**config.mk**
```make
export PLATFORM = sky130hd
export DESIGN_NAME = fir2_zp
export DESIGN_NICKNAME = d
export VERILOG_FILES = /design/src/rtl/fir2_pkg.sv /design/src/rtl/fir2_delay.sv /design/src/rtl/fir2_tap.sv /design/src/rtl/fir2_zp.sv
export SDC_FILE = /design/constraint.sdc
export NUM_CORES = 1
export LEC_CHECK = 0
export ABC_AREA = 1
export BUFFER_PORTS_ARGS = -buffer_cell sky130_fd_sc_hd__buf_2
export CAP_MARGIN = 0
export CORE_AREA = 5 5 42 44
export CTS_BUF_LIST = sky130_fd_sc_hd__clkbuf_2
export CTS_CLUSTER_DIAMETER = 100
export DETAILED_ROUTE_END_ITERATION = 10
export DIE_AREA = 0 0 47 49
export SLEW_MARGIN = 20
export SYNTH_ARGS = -nofsm -noshare
export SYNTH_HDL_FRONTEND = slang
export SYNTH_SLANG_ARGS = --single-unit
```
**constraint.sdc**
```tcl
create_clock -name clk -period 1 [get_ports clk]
set_clock_uncertainty 0.1 [all_clocks]
set_input_delay 0.1 -clock clk [delete_from_list [all_inputs] [get_ports clk]]
set_output_delay 0.1 -clock clk [all_outputs]
set_load 0.01 [all_outputs]
```
**src/rtl/fir2_pkg.sv**
```systemverilog
package fir2_pkg;

    typedef enum logic [0:0] {
        MODE_SINGLE = 1'b0,
        MODE_PACKED = 1'b1
    } fir_mode_e;

    localparam int PACK_FACTOR = 4;

    function automatic int tap_spacing(input fir_mode_e mode);
        int sp;
        unique case (mode)
            MODE_SINGLE: sp = 1;
            MODE_PACKED: sp = PACK_FACTOR;
            default:     sp = 1;
        endcase
        return sp;
    endfunction

endpackage

```
**src/rtl/fir2_delay.sv**
```systemverilog
module fir2_delay #(
    parameter int DEPTH = 4
) (
    input  logic clk,
    input  logic rst,
    input  logic adv,
    input  logic din,
    output logic dout
);
    logic [DEPTH-1:0] line_q;

    generate
        if (DEPTH == 1) begin : g_single
            always_ff @(posedge clk) begin
                if (rst)      line_q <= '0;
                else if (adv) line_q <= din;
            end
        end else begin : g_multi
            always_ff @(posedge clk) begin
                if (rst)      line_q <= '0;
                else if (adv) line_q <= {line_q[DEPTH-2:0], din};
            end
        end
    endgenerate

    assign dout = line_q[DEPTH-1];
endmodule

```
**src/rtl/fir2_tap.sv**
```systemverilog
module fir2_tap #(
    parameter int                    CW   = 3,
    parameter int                    OW   = 4,
    parameter logic signed [CW-1:0]  COEF = 3'sd1
) (
    input  logic                 sel,
    output logic signed [OW-1:0] term
);
    localparam logic signed [OW-1:0] WEIGHT = OW'(COEF);

    always_comb begin
        term = sel ? WEIGHT : '0;
    end
endmodule

```
**src/rtl/fir2_zp.sv**
```systemverilog
module fir2_zp
    import fir2_pkg::*;
#(
    parameter fir_mode_e            MODE      = MODE_PACKED,
    parameter int                   COEF_W    = 3,
    parameter int                   OUT_W     = 4,
    parameter logic signed [2:0]    COEF_NEAR = 3'sd1,
    parameter logic signed [2:0]    COEF_FAR  = 3'sd3
) (
    input  logic                    clk,
    input  logic                    rst,
    input  logic                    smp_valid,
    input  logic                    smp_bit,
    output logic signed [OUT_W-1:0] acc_q,
    output logic                    acc_valid
);
    localparam int SPACING = tap_spacing(MODE);
    localparam int FAR_VAL = int'(COEF_FAR);
    localparam int MAX_SUM = int'(COEF_NEAR) + int'(COEF_FAR);

    logic                    far_bit;
    logic signed [OUT_W-1:0] near_term;
    logic signed [OUT_W-1:0] far_term;
    logic signed [OUT_W-1:0] sum_d;

    fir2_delay #(.DEPTH(SPACING)) u_line (
        .clk  (clk),
        .rst  (rst),
        .adv  (smp_valid),
        .din  (smp_bit),
        .dout (far_bit)
    );

    fir2_tap #(.CW(COEF_W), .OW(OUT_W), .COEF(COEF_NEAR)) u_near (
        .sel  (smp_bit),
        .term (near_term)
    );

    fir2_tap #(.CW(COEF_W), .OW(OUT_W), .COEF(COEF_FAR)) u_far (
        .sel  (far_bit),
        .term (far_term)
    );

    always_comb begin
        sum_d = near_term + far_term;
    end

    always_ff @(posedge clk) begin
        if (rst) begin
            acc_q     <= '0;
            acc_valid <= 1'b0;
        end else begin
            acc_valid <= smp_valid;
            if (smp_valid) acc_q <= sum_d;
        end
    end
endmodule

```
-- After elaboration in Yosys (flattened, before gate mapping)
Cells that the tools add are included.
Widths: inputs -> output; s select.
- memories: 0
- bits in registers: 9
- memory bits (read-only): 0
- RAM bits: 0
- output and inout port bits: 5
- input port bits: 4
- latch bits: 0
- equal/unequal tests: 0
- bitwise gates (word level): 0
- reduce and logical (&&, ||, !) cells: 0
- multiplexer cells: 2
- multiply operators: 0
- add/sub/neg operators: 1
- div/mod/pow operators: 0
- magnitude comparators: 0
- shift-type cells: 0
- operators by type and width (cell ; number):
    $add 4x4->4 ; 1
    $mux 2 ; 1
    $mux 1 ; 1

-- Longest topological paths before layout
- depth after elaboration: 2
- gate-level depth with buffers: 6
- mapped depth without buffers: 6

-- Hierarchy
From an unflattened synthesis, not the netlist that was laid out.
- cells, all modules: 76
- area, all modules: 530.5 um^2
- by module, submodules not included (module ; cells an instance ; times used ; area each (um^2)):
    fir2_zp ; 40 ; 1 ; 287.8
    fir2_delay ; 26 ; 1 ; 175.2
    fir2_tap ; 5 ; 2 ; 33.8

-- Worst setup path before layout
No wires, ideal clock.
- path kind: reg2reg
- from: register u_line.line_q[3]
- to: register acc_q[0]
- data arrival time: 0.681 ns
- required time: 0.787 ns
- cell stages (with the launch flop): 5
- library setup time: 0.113 ns
- path slack: 0.106 ns
- buffers on the path: 0
- cell sequence: dfxtp_1 > ha_1 > nand2_1 > nand2_1 > nor2_1
- cells in the longest elaborated chain, start to end: 2
- RTL lines (what ; RTL line ; source):
    start: declaration ; fir2_delay.sv:10 ; logic [DEPTH-1:0] line_q;
    start signal: assignment ; fir2_delay.sv:21 ; else if (adv) line_q <= {line_q[DEPTH-2:0], din};
    $mux 2 ; fir2_tap.sv:12 ; term = sel ? WEIGHT : '0;
    $add 4x4->4 ; fir2_zp.sv:45 ; sum_d = near_term + far_term;
    end signal: assignment ; fir2_zp.sv:54 ; if (smp_valid) acc_q <= sum_d;
    end: declaration ; fir2_zp.sv:14 ; output logic signed [OUT_W-1:0] acc_q,
Every way passes these cells.
A chain may end at the register's enable or synchronous reset.

-- Worst setup path after layout
Ends and elaborated chain as after synthesis.

==> flow_metrics.tcl <==
set metrics [dict create \
    run_status "complete, no violations" \
    final_layout_size_suffix_gt1_share_pct 20.3 \
    critical-path-top-delay-family "flip-flops" \
    intPower_mw 0.457 \
    critPathRequiredTime_ns 1.04 \
    postRouteWirelength_um 594 \
    critical_path.cell_chain "ha_4 -> nand2_1 -> nand2_1 -> nor2_1" \
    via_count_of_the_first_global_routing_pass 212 \
    n_antenna_cell 0 \
    insertion_delay_ns 0.23 \
    syn-num-nets 56 \
    hold_viol_final 0 \
    die_ht_um 49 \
    area.growth.synth_to_final_pct 21.7 \
    grt_use_total_pct 6.07 \
    clkPwrFrac_pct 30.8 \
    synth.yosys.seq_area_share_pct 46.2 \
    clock_path_buffers 2 \
    core_sq_um 1400 \
    slew_viol_final 0 \
    clock-root-buffer "sky130_fd_sc_hd__clkbuf_2" \
    via_per_inst 3.87 \
    remaining_drc_errors 0 \
    routed_wire_length_per_instance_um 7.92 \
    htree_levels 1 \
    ys_types 8 \
    initial_core_util_pct 24.7 \
    synthesis.area_sq_um 347 \
    power.switching_fraction_pct 27.2 \
    post-synth-top-area-fraction_pct 46.2 \
    io_buffer_count 7 \
    cp-end-kind "flip-flop" \
    crit_top_cell "sky130_fd_sc_hd__nand2_1" \
    arrival_time_of_the_worst_setup_path_ns 0.98 \
    slowest_stage "sky130_fd_sc_hd__dfxtp_2" \
    dp.final_hpwl_um 399 \
    first_iter_violations 8 \
    maxCapViolations 0 \
    vdd_drop_max_mv 0.571 \
    gp_routability_congestion 0.690 \
    antenna_violations_before_repair 0 \
    final_nets 67 \
    tritoncts "done" \
    grt_max_degree 16 \
    cp_slowest_stage_delay_ns 0.35 \
    fp.dieArea_sq_um 2300 \
    final.min_clock_period_ns 0.942 \
    power_density_nw_per_um2 1490 \
    worst_path_class_setup "reg -> reg" \
    netlist_instances 50 \
    design.portCount 9 \
    total_power_mw 0.627 \
    final_min_period_over_clock_period_pct 94.2 \
    comb_power_share_pct 13.4 \
    routed-via-count 290 \
    seq_power_share_pct 55.7 \
    drt-pass1-iter-count 4 \
    post_cts.repair.setup_buffers 0 \
    cp-start-kind "flip-flop" \
    synth.yosys.warnings 0 \
    clock-sinks 8 \
    grt_first_pass_wirelength_um 931 \
    hold_path_class "in -> reg" \
    synth.largest_area_cell "sky130_fd_sc_hd__dfxtp_1" \
    n_fill_cell 164 \
    synth_area_per_cell_sq_um 6.93 \
    ys_ff_latch 8 \
    leakage_nw 0.230 \
    setup_repair_after_global_routing_missed_its_margin "false" \
    antenna_left 0 \
    synth.area.top_cells "sky130_fd_sc_hd__dfxtp_1, sky130_fd_sc_hd__nor2_1, sky130_fd_sc_hd__nand2_1, sky130_fd_sc_hd__inv_1, sky130_fd_sc_hd__ha_1" \
    clk_pin_slew_ns 0.08 \
    report.final.setup_viol 0 \
    rows 14 \
    maxClockFrequency_mhz 1060 \
    crit_path_max_fanout 3 \
    die_x_um 47 \
    final.setup.tns_ns 0 \
    final_core_area_utilization_pct 30.1 \
    switchingPower_mw 0.171 \
    critical_path_buf_inv_count 0 \
    overflow 0 \
    numCtsBuffers 3 \
]
sequential cells by signal, summed over array words and instances (netlist names):
| register | count |
|---|---|
| acc_q | 3 |
| u_line.line_q | 4 |
| acc_valid | 1 |
power by group through the flow:
stage                     sequential (mW)  clock, mW  combinational (mW)
after floorplan                     0.360          0              0.0543
after global placement              0.355          0              0.0776
after detailed placement            0.356          0              0.0794
after CTS                           0.349      0.206              0.0828
after global routing                0.352      0.222              0.0978
final                               0.350      0.193              0.0843
Yosys cell counts:
library cell	number
sky130_fd_sc_hd__nor2_1	15
sky130_fd_sc_hd__nand2_1	14
sky130_fd_sc_hd__dfxtp_1	8
sky130_fd_sc_hd__inv_1	8
sky130_fd_sc_hd__ha_1	2
sky130_fd_sc_hd__buf_4	1
sky130_fd_sc_hd__buf_6	1
sky130_fd_sc_hd__conb_1	1
cells in the final DEF (no fill, tap or decap), drive strengths merged:
| cell type | instances |
|---|---|
| clkbuf | 3 |
| dfxtp | 8 |
| dlygate4sd3 | 1 |
| conb | 1 |
| nand2 | 14 |
| buf | 7 |
| nor2 | 15 |
| ha | 2 |
| inv | 8 |
final cells by class:
class / count / area [sq um] / area share (%)
flip-flops and latches: 8 / 161 / 38.3
multi-input cells: 32 / 150 / 35.6
repair buffers: 8 / 45.0 / 10.7
inverters: 8 / 30.0 / 7.12
well taps: 16 / 20.0 / 4.75
clock buffers: 3 / 15.0 / 3.56
timing repair:
item / 4_1_cts / 5_1_grt
setup endpoints to repair: 0 / 1
gates resized for setup: 0 / 2
hold endpoints to repair: 1 / 0
hold buffers: 1 / 0
worst paths after layout:
kind,start,end,slack (ns),cells past startpoint
worst max-delay path,u_line.line_q[3],acc_q[0],0.06,4
worst min-delay path,smp_valid,acc_valid,0.1,3
worst max register to register,u_line.line_q[3],acc_q[0],0.06,4
worst min register to register,acc_q[2],acc_q[2],0.37,2
routing by layer:
metal	GRT usage (%)	up-vias	part of all wire, %
li1	-	158	-
met1	8.43	122	48
met2	5.20	10	41
met3	4.80	0	9.9
met4	5.53	0	0
met5	0	-	0
cell families after synthesis:
kind of cell | Yosys count | synth area share, %
AND/OR/NAND/NOR | 29 | 31.4
flip-flops | 8 | 46.2
buffers and inverters | 10 | 14.1
other | 1 | 1.08
adder cells (fa/ha/maj) | 2 | 7.22
through the flow:
stage                     instances  cell area, sq um  hold WS, ns  setup WS (ns)
after floorplan                  50               347       0.0713          0.106
after global placement           71               383        0.171         0.0767
after detailed placement         71               383        0.176         0.0488
after CTS                        75               408       0.0849         0.0470
after global routing             75               422        0.107         0.0158
final                            75               422       0.0971         0.0584
tightest hold or removal path: stages:
cell                     delay, ns
sky130_fd_sc_hd__buf_2        0.18
sky130_fd_sc_hd__inv_1        0.07
sky130_fd_sc_hd__nor2_1       0.03
(Power assumes the default switching activity.)
